<file path="config.mk">
export PLATFORM = sky130hd
export DESIGN_NAME = mdio_bus_bridge
export DESIGN_NICKNAME = d
export VERILOG_FILES = /design/src/rtl/mdio_bridge_pkg.sv /design/src/rtl/mdio_frame_fsm.sv /design/src/rtl/mdio_bus_port.sv /design/src/rtl/mdio_out_delay.sv /design/src/rtl/mdio_bus_bridge.sv
export SDC_FILE = /design/constraint.sdc
export NUM_CORES = 1
export LEC_CHECK = 0
export BUFFER_PORTS_ARGS = -buffer_cell sky130_fd_sc_hd__clkbuf_2
export CORE_AREA = 8 8 153 155
export CTS_CLUSTER_DIAMETER = 100
export CTS_CLUSTER_SIZE = 28
export DETAILED_ROUTE_END_ITERATION = 6
export DIE_AREA = 0 0 161 163
export HOLD_SLACK_MARGIN = 0.12
export PLACE_DENSITY = 0.46
export REMOVE_ABC_BUFFERS = 1
export SLEW_MARGIN = 20
export SYNTH_ARGS = -nofsm -noshare
export SYNTH_HDL_FRONTEND = slang
export SYNTH_HIERARCHICAL = 1
export SYNTH_SLANG_ARGS = --single-unit
</file>
<file path="constraint.sdc">
create_clock -name clk -period 3 [get_ports clk]
set_clock_uncertainty 0.2 [all_clocks]
set_input_delay 0.6 -clock clk [delete_from_list [all_inputs] [get_ports clk]]
set_output_delay 0.6 -clock clk [all_outputs]
set_load 0.03 [all_outputs]
</file>
<file path="src/rtl/mdio_bridge_pkg.sv">
package mdio_bridge_pkg;
    typedef enum logic [2:0] {
        ST_PREAMBLE,
        ST_START,
        ST_OPCODE,
        ST_PHYAD,
        ST_REGAD,
        ST_TURN,
        ST_DATA
    } frame_state_t;

    localparam logic [1:0] OP_READ  = 2'b10;
    localparam logic [1:0] OP_WRITE = 2'b01;
endpackage

</file>
<file path="src/rtl/mdio_frame_fsm.sv">
module mdio_frame_fsm
    import mdio_bridge_pkg::*;
#(
    parameter int PRE_LEN = 32,
    parameter int ADDR_W  = 5,
    parameter int DATA_W  = 16
) (
    input  logic              clk,
    input  logic              rst,
    input  logic              ce,
    input  logic              mdio_i,
    input  logic [ADDR_W-1:0] phy_addr,
    input  logic              rsp_ok,
    input  logic              rsp_err,
    input  logic [DATA_W-1:0] rsp_data,
    output logic              rd_req,
    output logic              wr_req,
    output logic [ADDR_W-1:0] req_adr,
    output logic [DATA_W-1:0] wr_data,
    output logic              drv_oe,
    output logic              drv_bit
);
    localparam int CNT_W  = $clog2(DATA_W);
    localparam int ONES_W = $clog2(PRE_LEN + 1);

    frame_state_t      state_q, state_d;
    logic [CNT_W-1:0]  cnt_q, cnt_d;
    logic [ONES_W-1:0] ones_q, ones_d;
    logic [DATA_W-1:0] shift_q, shift_d, out_q, out_d, wdat_q, wdat_d;
    logic [ADDR_W-1:0] adr_q, adr_d;
    logic              read_q, read_d, bad_q, bad_d;
    logic              rd_q, rd_d, wr_q, wr_d, oe_q, oe_d, bit_q, bit_d;
    logic [DATA_W-1:0] shift_in;

    assign shift_in = {shift_q[DATA_W-2:0], mdio_i};

    // Next-state and next-output logic, evaluated on ce only
    always_comb begin
        state_d = state_q;  cnt_d  = cnt_q;   ones_d = ones_q;
        shift_d = shift_q;  out_d  = out_q;   wdat_d = wdat_q;
        adr_d   = adr_q;    read_d = read_q;  bad_d  = bad_q;
        oe_d    = oe_q;     bit_d  = bit_q;
        rd_d    = 1'b0;     wr_d   = 1'b0;
        if (ce) begin
            unique case (state_q)
                ST_PREAMBLE: begin
                    oe_d  = 1'b0;
                    bad_d = 1'b0;
                    if (mdio_i) begin
                        if (ones_q != ONES_W'(PRE_LEN)) ones_d = ones_q + 1'b1;
                    end else begin
                        if (ones_q == ONES_W'(PRE_LEN)) state_d = ST_START;
                        ones_d = '0;
                    end
                end
                ST_START: begin
                    if (!mdio_i) bad_d = 1'b1;
                    state_d = ST_OPCODE;
                    cnt_d   = CNT_W'(1);
                end
                ST_OPCODE: begin
                    shift_d = shift_in;
                    cnt_d   = cnt_q - 1'b1;
                    if (cnt_q == '0) begin
                        read_d = (shift_in[1:0] == OP_READ);
                        if (shift_in[1:0] != OP_READ && shift_in[1:0] != OP_WRITE) bad_d = 1'b1;
                        state_d = ST_PHYAD;
                        cnt_d   = CNT_W'(ADDR_W - 1);
                    end
                end
                ST_PHYAD: begin
                    shift_d = shift_in;
                    cnt_d   = cnt_q - 1'b1;
                    if (cnt_q == '0) begin
                        if (shift_in[ADDR_W-1:0] != phy_addr) bad_d = 1'b1;
                        state_d = ST_REGAD;
                        cnt_d   = CNT_W'(ADDR_W - 1);
                    end
                end
                ST_REGAD: begin
                    shift_d = shift_in;
                    cnt_d   = cnt_q - 1'b1;
                    if (cnt_q == '0) begin
                        adr_d   = shift_in[ADDR_W-1:0];
                        rd_d    = read_q && !bad_q;
                        state_d = ST_TURN;
                        cnt_d   = CNT_W'(1);
                    end
                end
                ST_TURN: begin
                    cnt_d = cnt_q - 1'b1;
                    if (cnt_q != '0) begin
                        if (read_q && !bad_q && rsp_ok && !rsp_err) begin
                            oe_d  = 1'b1;
                            bit_d = 1'b0;
                            out_d = rsp_data;
                        end else if (read_q) begin
                            bad_d = 1'b1;
                        end
                    end else begin
                        bit_d   = out_q[DATA_W-1];
                        out_d   = {out_q[DATA_W-2:0], 1'b0};
                        state_d = ST_DATA;
                        cnt_d   = CNT_W'(DATA_W - 1);
                    end
                end
                ST_DATA: begin
                    shift_d = shift_in;
                    cnt_d   = cnt_q - 1'b1;
                    bit_d   = out_q[DATA_W-1];
                    out_d   = {out_q[DATA_W-2:0], 1'b0};
                    if (cnt_q == '0) begin
                        oe_d    = 1'b0;
                        wr_d    = !read_q && !bad_q;
                        wdat_d  = shift_in;
                        state_d = ST_PREAMBLE;
                        ones_d  = '0;
                    end
                end
                default: state_d = ST_PREAMBLE;
            endcase
        end
    end

    // State register
    always_ff @(posedge clk) begin
        if (rst) begin
            state_q <= ST_PREAMBLE; cnt_q <= '0; ones_q <= '0;
            shift_q <= '0; out_q <= '0; wdat_q <= '0; adr_q <= '0;
            read_q <= 1'b0; bad_q <= 1'b0; rd_q <= 1'b0; wr_q <= 1'b0;
            oe_q <= 1'b0; bit_q <= 1'b0;
        end else begin
            state_q <= state_d; cnt_q <= cnt_d; ones_q <= ones_d;
            shift_q <= shift_d; out_q <= out_d; wdat_q <= wdat_d; adr_q <= adr_d;
            read_q <= read_d; bad_q <= bad_d; rd_q <= rd_d; wr_q <= wr_d;
            oe_q <= oe_d; bit_q <= bit_d;
        end
    end

    assign rd_req  = rd_q;
    assign wr_req  = wr_q;
    assign req_adr = adr_q;
    assign wr_data = wdat_q;
    assign drv_oe  = oe_q;
    assign drv_bit = bit_q;

    AST_CE_GATES_STATE: assert property (@(posedge clk) disable iff (rst)
        !ce |=> $stable(state_q));
    AST_DRIVE_WINDOW: assert property (@(posedge clk) disable iff (rst)
        oe_q |-> (state_q == ST_TURN || state_q == ST_DATA));
    AST_WRITE_AFTER_DATA: assert property (@(posedge clk) disable iff (rst)
        wr_q |-> $past(state_q) == ST_DATA);
    AST_READ_AFTER_REGAD: assert property (@(posedge clk) disable iff (rst)
        rd_q |-> $past(state_q) == ST_REGAD);
endmodule

</file>
<file path="src/rtl/mdio_bus_port.sv">
module mdio_bus_port #(
    parameter int ADDR_W = 5,
    parameter int DATA_W = 16
) (
    input  logic              clk,
    input  logic              rst,
    input  logic              rd_req,
    input  logic              wr_req,
    input  logic [ADDR_W-1:0] req_adr,
    input  logic [DATA_W-1:0] wr_data,
    input  logic              bus_ack,
    input  logic              bus_err,
    input  logic [DATA_W-1:0] bus_rdata,
    output logic              bus_cyc,
    output logic              bus_stb,
    output logic              bus_we,
    output logic [ADDR_W-1:0] bus_adr,
    output logic [DATA_W-1:0] bus_wdata,
    output logic              rsp_ok,
    output logic              rsp_err,
    output logic [DATA_W-1:0] rsp_data
);
    always_ff @(posedge clk) begin
        if (rst) begin
            bus_cyc <= 1'b0; bus_we <= 1'b0; bus_adr <= '0; bus_wdata <= '0;
            rsp_ok <= 1'b0; rsp_err <= 1'b0; rsp_data <= '0;
        end else if (rd_req || wr_req) begin
            bus_cyc   <= 1'b1;
            bus_we    <= wr_req;
            bus_adr   <= req_adr;
            bus_wdata <= wr_data;
            rsp_ok    <= 1'b0;
            rsp_err   <= 1'b0;
        end else if (bus_cyc && bus_ack) begin
            bus_cyc <= 1'b0;
            rsp_ok  <= 1'b1;
            if (!bus_we) rsp_data <= bus_rdata;
        end else if (bus_cyc && bus_err) begin
            // held until the frame logic reaches its next decision on ce
            bus_cyc <= 1'b0;
            rsp_err <= 1'b1;
        end
    end

    assign bus_stb = bus_cyc;

    AST_CYC_HELD: assert property (@(posedge clk) disable iff (rst)
        (bus_cyc && !bus_ack && !bus_err && !rd_req && !wr_req) |=> bus_cyc);
    AST_REQ_WHEN_IDLE: assert property (@(posedge clk) disable iff (rst)
        (rd_req || wr_req) |-> !bus_cyc);
endmodule

</file>
<file path="src/rtl/mdio_out_delay.sv">
module mdio_out_delay #(
    parameter int STAGES = 2
) (
    input  logic clk,
    input  logic rst,
    input  logic oe_in,
    input  logic bit_in,
    output logic oe_out,
    output logic bit_out
);
    logic [STAGES-1:0] oe_pipe, bit_pipe;

    generate
        if (STAGES == 1) begin : g_single
            always_ff @(posedge clk) begin
                if (rst) begin
                    oe_pipe <= '0; bit_pipe <= '0;
                end else begin
                    oe_pipe <= oe_in; bit_pipe <= bit_in;
                end
            end
        end else begin : g_chain
            always_ff @(posedge clk) begin
                if (rst) begin
                    oe_pipe <= '0; bit_pipe <= '0;
                end else begin
                    oe_pipe  <= {oe_pipe[STAGES-2:0], oe_in};
                    bit_pipe <= {bit_pipe[STAGES-2:0], bit_in};
                end
            end
        end
    endgenerate

    assign oe_out  = oe_pipe[STAGES-1];
    assign bit_out = bit_pipe[STAGES-1];
endmodule

</file>
<file path="src/rtl/mdio_bus_bridge.sv">
module mdio_bus_bridge #(
    parameter int PRE_LEN    = 32,
    parameter int ADDR_W     = 5,
    parameter int DATA_W     = 16,
    parameter int OUT_STAGES = 2
) (
    input  logic              clk,
    input  logic              rst,
    input  logic              ce,
    input  logic              mdio_i,
    input  logic [ADDR_W-1:0] phy_addr,
    output logic              mdio_o,
    output logic              mdio_oe,
    output logic              bus_cyc,
    output logic              bus_stb,
    output logic              bus_we,
    output logic [ADDR_W-1:0] bus_adr,
    output logic [DATA_W-1:0] bus_wdata,
    input  logic [DATA_W-1:0] bus_rdata,
    input  logic              bus_ack,
    input  logic              bus_err
);
    logic              rd_req, wr_req, rsp_ok, rsp_err, drv_oe, drv_bit;
    logic [ADDR_W-1:0] req_adr;
    logic [DATA_W-1:0] wr_data, rsp_data;

    mdio_frame_fsm #(.PRE_LEN(PRE_LEN), .ADDR_W(ADDR_W), .DATA_W(DATA_W)) u_fsm (
        .clk(clk), .rst(rst), .ce(ce), .mdio_i(mdio_i), .phy_addr(phy_addr),
        .rsp_ok(rsp_ok), .rsp_err(rsp_err), .rsp_data(rsp_data),
        .rd_req(rd_req), .wr_req(wr_req), .req_adr(req_adr), .wr_data(wr_data),
        .drv_oe(drv_oe), .drv_bit(drv_bit)
    );

    mdio_bus_port #(.ADDR_W(ADDR_W), .DATA_W(DATA_W)) u_port (
        .clk(clk), .rst(rst), .rd_req(rd_req), .wr_req(wr_req),
        .req_adr(req_adr), .wr_data(wr_data),
        .bus_ack(bus_ack), .bus_err(bus_err), .bus_rdata(bus_rdata),
        .bus_cyc(bus_cyc), .bus_stb(bus_stb), .bus_we(bus_we),
        .bus_adr(bus_adr), .bus_wdata(bus_wdata),
        .rsp_ok(rsp_ok), .rsp_err(rsp_err), .rsp_data(rsp_data)
    );

    mdio_out_delay #(.STAGES(OUT_STAGES)) u_dly (
        .clk(clk), .rst(rst), .oe_in(drv_oe), .bit_in(drv_bit),
        .oe_out(mdio_oe), .bit_out(mdio_o)
    );

    AST_NO_DRIVE_WHILE_BUSY: assert property (@(posedge clk) disable iff (rst)
        mdio_oe |-> !bus_cyc);
    AST_DRIVE_NEEDS_GOOD_RSP: assert property (@(posedge clk) disable iff (rst)
        $rose(drv_oe) |-> (rsp_ok && !rsp_err));
endmodule

</file>
# Yosys cells after proc, flatten, opt, wreduce, memory -nomap -nowiden
# Index checks and enable logic that the tools add are counted.
# Widths: inputs -> output; s select.
[totals] regBits=116 latchBits=0 ramBits=0 romBits=0 input_bits=27 output_inout_bits=26 mem_count=0
[classes] addsub=2 multipliers=0 n_div=0 n_lt_le_gt_ge=0 n_eq_ne=28 shift=0 muxes=38 bitwise_logic=7 reduce_logical=37
[op_table] cell="$mux 16" n=2
[op_table] cell="$pmux 16 s2" n=1
[op_table] cell="$ne 2x1->1 const B" n=11
[op_table] cell="$mux 3" n=7
[op_table] cell="$pmux 3 s7" n=1
[op_table] cell="$pmux 4 s5" n=1
[op_table] cell="$mux 6" n=3
[op_table] cell="$mux 1" n=16
[op_table] cell="$reduce_and 3->1" n=5
[op_table] cell="$mux 4" n=3
[op_table] cell="$pmux 6 s2" n=1
[op_table] cell="$reduce_or 4->1" n=3
[op_table] cell="$ne 2x2->1 const B" n=5
[op_table] cell="$reduce_and 10->1" n=1
[op_table] cell="$reduce_bool 5->1" n=2
[op_table] cell="$eq 3x3->1 const B" n=3
[op_table] cell="$reduce_and 8->1" n=1
[op_table] cell="$logic_and 1x1->1" n=7
[op_table] cell="$not 1->1" n=7
[op_table] cell="$add 6x1->6 const B" n=1
[op_table] cell="$eq 3x2->1 const B" n=2
[op_table] cell="$eq 6x6->1 const B" n=1
[op_table] cell="$ne 6x6->1 const B" n=1
[op_table] cell="$reduce_and 2->1" n=3
[op_table] cell="other kinds (19)" n=24

# Longest topological paths before layout
[logic_depth] depth_word=7 depth_mapped=8 ltp_nobuf=6

# Hierarchy
# The synthesis kept the hierarchy.
[by_module_without_submodules] module="mdio_frame_fsm" n_inst=1 cells_per_inst=433 area_each_um2=3474.6
[by_module_without_submodules] module="mdio_bus_port" n_inst=1 cells_per_inst=179 area_each_um2=1595.3
[by_module_without_submodules] module="mdio_out_delay" n_inst=1 cells_per_inst=8 area_each_um2=105.1

# Worst setup path before layout
# No wires, ideal clock.
[synth_path] kind="input to register" startpoint="input port ce" endpoint="register u_fsm.ones_q[3]" setup_ns=0.117 arrival_ns=1.869 required_ns=2.683 setup_slack_ns=0.813 stages=5 n_path_buf=1 path_cell_list="clkbuf_1 -> nor4b_1 -> o21ai_1 -> a22o_1 -> a32o_1"
[synth_via] elab_chain_cells=1
[synth_rtl] element="from (decl)" line="mdio_bus_bridge.sv:9" text="input logic ce,"
[synth_rtl] element="$reduce_and 4->1 (no source line)"
[synth_rtl] element="to (signal assigned)" line="mdio_frame_fsm.sv:133" text="state_q <= state_d; cnt_q <= cnt_d; ones_q <= ones_d;"
[synth_rtl] element="to (decl)" line="mdio_frame_fsm.sv:28" text="logic [ONES_W-1:0] ones_q, ones_d;"
# Every way passes these cells.
# A chain may end at the register's enable or synchronous reset.

# Final worst setup path
[layout_path] startpoint="register u_fsm.cnt_q[0]" endpoint="register u_fsm.ones_q[3]"
[layout_via] elab_chain_cells=3
[layout_rtl] element="from (decl)" line="mdio_frame_fsm.sv:27" text="logic [CNT_W-1:0] cnt_q, cnt_d;"
[layout_rtl] element="from (signal assigned)" line="mdio_frame_fsm.sv:133"
[layout_rtl] element="$logic_not 4->1" line="mdio_frame_fsm.sv:112" text="if (cnt_q == '0) begin"
[layout_rtl] element="$ne 2x1->1 (no source line)"
[layout_rtl] element="$reduce_and 4->1 (no source line)"
# Every way passes these cells.

==> run summary <==
The worst-case IR drop observed on VDD is 0.000329 V. The final clock period utilization by the worst path is 0.802. The pin count of the biggest net entering global routing was 83; the initial antenna violation count was 0. The routed layout has 4,234 vias. The logs give 0.00228 µW for the leakage component of the power and 0.301 for the final core area utilization. The prevailing post-synth register cell was dfxtp_1. The standard cell area after detailed placement is 5700 µm², and the HPWL after detailed placement is 8040 µm.

The post-route DRC violation count was 0; the post-detailed-route via-to-cell ratio was 4.49. Across the run, the number of max-cap violations was 0. The tools report the routing usage on met3 as 0.0278.

The run gives 4,109 as the via count of the first global-routing pass. Insertion delay to the later sink of the worst-skew pair: 410 ps. The run gives 212 as the detailed router's first-iteration violation count. The remaining max-slew budget at the tightest pin is 0.418, and the final critical path time including I/O delays and setup is 2410 ps.

In this design, the stage delay of the slowest critical-path cell is 530 ps. For the setup total negative slack, the log shows 0 ps. TritonCTS built the clock tree. During placement, the flow inserted port buffers numbering 52. The logs give 0 for the number of max-slew violations in the final report and 620 for the number of instances in the synthesized netlist. The mapped netlist covers 5170 µm². The tools report the count of inserted antenna diode cells as 0.

The TritonCTS sink count was 116; the mean area per synthesized cell was 8.35 µm². The run gives 2510 ps as the worst path arrival time. The worst-case setup margin in the final layout was 595 ps; the standard cell core area was 20,800 µm². The final layout contains 688 nets. The pre-antenna-repair detailed-routing pass consisted of 4 iterations. The tools report the starting density of the core as 0.249.

The run finished with clean final reports. The most common library cell in the layout ignoring fill and taps was nand2_1. The run gives 4 as the CTS H-tree depth. The fraction of registers with async set/reset is 0, and the hold violation total from the final report is 0. The highest clock rate is 416 MHz.

The final layout contains routed wiring with a total length of 12,600 µm. The clock-pin transition on the worst setup and hold timing paths works out to 60 ps. The final RePlAce weighted congestion was 0.755. STA puts the critical path data required time at 3100 ps. The first global-routing pass estimated 21,100 µm of wire.

The total routing usage reported by global routing is 0.0990, and the number of buffers inserted for hold repair after clock tree synthesis is 0. The met1 layer usage reported by global route was 0.132; the highest fanout seen on the critical path was 22. Power spread over the standard cell area amounts to 574 nW/µm².

After synthesis, the netlist uses 61 different library cells. The count of nets left with antenna violations after detail routing was 0. The buffer cell driving the clock tree root was clkbuf_16.

The layout has 2,266 filler cells. The met2 routing resource usage after global routing is 0.144, and the area of all placed cells without fillers is 6260 µm². Once the clock tree was built, the resizer swapped 0 gates to a different size. In this run the count of I/O pins placed on the die edge is 53. The type of the worst min-delay path is primary input to flop. In the final routed layout, each cell accounts on average for 13.3 µm.

The floorplan step set the die width to 161 µm. For the pin with the worst max-slew slack, the measured transition is 873 ps. The critical path is of the flop to flop type. In this run, synthesis inferred 0 flip-flops with an integrated enable.

The run gives 0.449 as the post-synthesis sequential area ratio. From synthesis to final layout, the design area changed by 21.0%. Setup repair after global routing left no endpoint under its margin. STA classifies the critical path startpoint as a flop.

The endpoint class of the critical path was a flop. Leaving out fill and tap cells, the most frequent cells in the layout are nand2_1, dfxtp_1, a21oi_1, clkbuf_2, nand2b_1. The fraction of layout instances using a drive strength above 1 works out to 0.176. Walking the worst path, the cells encountered are inv_1, ha_1, or3b_1, or3_4, a22o_1, a32o_1. Once the clock tree was built, the setup fixing pass inserted 0 buffers.

TritonCTS created 17 clock buffers. The number of cell rows came out at 53. During synthesis, Yosys emitted a total of 6 warnings. The post-synthesis register bit count is 116.

The tools report the die outline area as 26,200 µm². For the number of setup violations in the final report, the log shows 0. Counting along the longest clock path gives a buffer depth of 2. In this run the vertical extent of the chip is 163 µm.

After global routing, the most crowded layer is met2. The largest individual stage delay along the critical path comes from the cell or3_4. Timing analysis after detailed placement gives a worst setup slack of 606 ps.

For the final global-route overflow total, the log shows 0.
## registers in the layout, summed over array words and instances (netlist names)
signal            count
u_port/rsp_data      16
u_fsm/drv_bit         1
u_port/bus_we         1
u_fsm/read_q          1
u_fsm/req_adr         5
u_port/bus_wdata     16
u_fsm/ones_q          6
u_dly/oe_pipe         2
u_fsm/wr_data        16
u_fsm/out_q          16
u_fsm/state_q         3
u_fsm/bad_q           1
u_port/bus_cyc        1
u_fsm/drv_oe          1
u_port/rsp_err        1
u_dly/bit_pipe        2
u_fsm/wr_req          1
u_port/rsp_ok         1
u_port/bus_adr        5
u_fsm/cnt_q           4
u_fsm/shift_q        15
u_fsm/rd_req          1
## worst paths after layout
check / start / endpoint / slack, ps / depth (start not counted)
worst max-delay path: u_fsm/cnt_q[0] / u_fsm/ones_q[3] / 590 / 6
worst min-delay path: bus_rdata[0] / u_port/rsp_data[0] / 230 / 3
worst max register to register: u_fsm/cnt_q[0] / u_fsm/ones_q[3] / 590 / 6
worst min register to register: u_dly/oe_pipe[0] / u_dly/oe_pipe[1] / 230 / 1
## layout make-up
type | count | area, µm² | area share
Clock buffer | 18 | 429 | 0.0686
Timing Repair Buffer | 67 | 388 | 0.0620
Clock inverter | 13 | 135 | 0.0216
Inverter | 10 | 37.5 | 0.00600
Sequential cell | 116 | 2320 | 0.371
Multi-Input combinational cell | 445 | 2600 | 0.416
Tap cell | 275 | 344 | 0.0550
## power by group
group	total [µW]	internal, µW	switching (µW)
clock network	1950	1210	736
registers	1550	1540	2.94
logic	98.0	37.7	60.3
## cell families (layout without fill, tap and decap cells)
group / count (synthesis) / in the layout / synth area share
compound gates: 139 / 139 / 0.157
simple gates: 256 / 256 / 0.245
fa+ha+maj: 4 / 4 / 0.00967
xor+xnor: 6 / 6 / 0.0102
buf+inv: 59 / 108 / 0.0491
flops: 116 / 116 / 0.449
mux: 40 / 40 / 0.0810
## metrics by stage
step | instances | power (µW) | hold slack (ps)
6_report | 944 | 3600 | 226
3_3_place_gp | 913 | 1680 | 226
3_5_place_dp | 913 | 1680 | 224
2_1_floorplan | 571 | 1610 | 214
4_1_cts | 944 | 3670 | 202
5_1_grt | 944 | 3750 | 216
## metal layers
metal	up-vias	routed length [µm]	part of all wire
li1	2211	-	-
met1	1963	6630	0.53
met2	58	5460	0.43
met3	2	442	0.035
met4	0	37	0.0029
met5	-	0	0
## synth_stat cells, drive strengths merged (9+ instances only)
master  count  share of area
nand2     124          0.090
dfxtp     116           0.45
a21oi      80          0.077
nand2b     35          0.042
clkbuf     34          0.025
nand3      26          0.025
mux2i      25          0.048
o21ai      22          0.021
nor2b      21          0.025
nor2       17          0.012
buf        15          0.017
mux2       15          0.033
inv         9         0.0065
## worst max-delay path, delay by kind of cell (launching register included)
family,cells,cell delay [ps]
adder cells (fa/ha/maj),1,210
buffers and inverters,1,80
flip-flops,1,330
AND/OR/NAND/NOR,2,980
AO/OA/AOI/OAI,2,490
(Power assumes the default switching activity.)
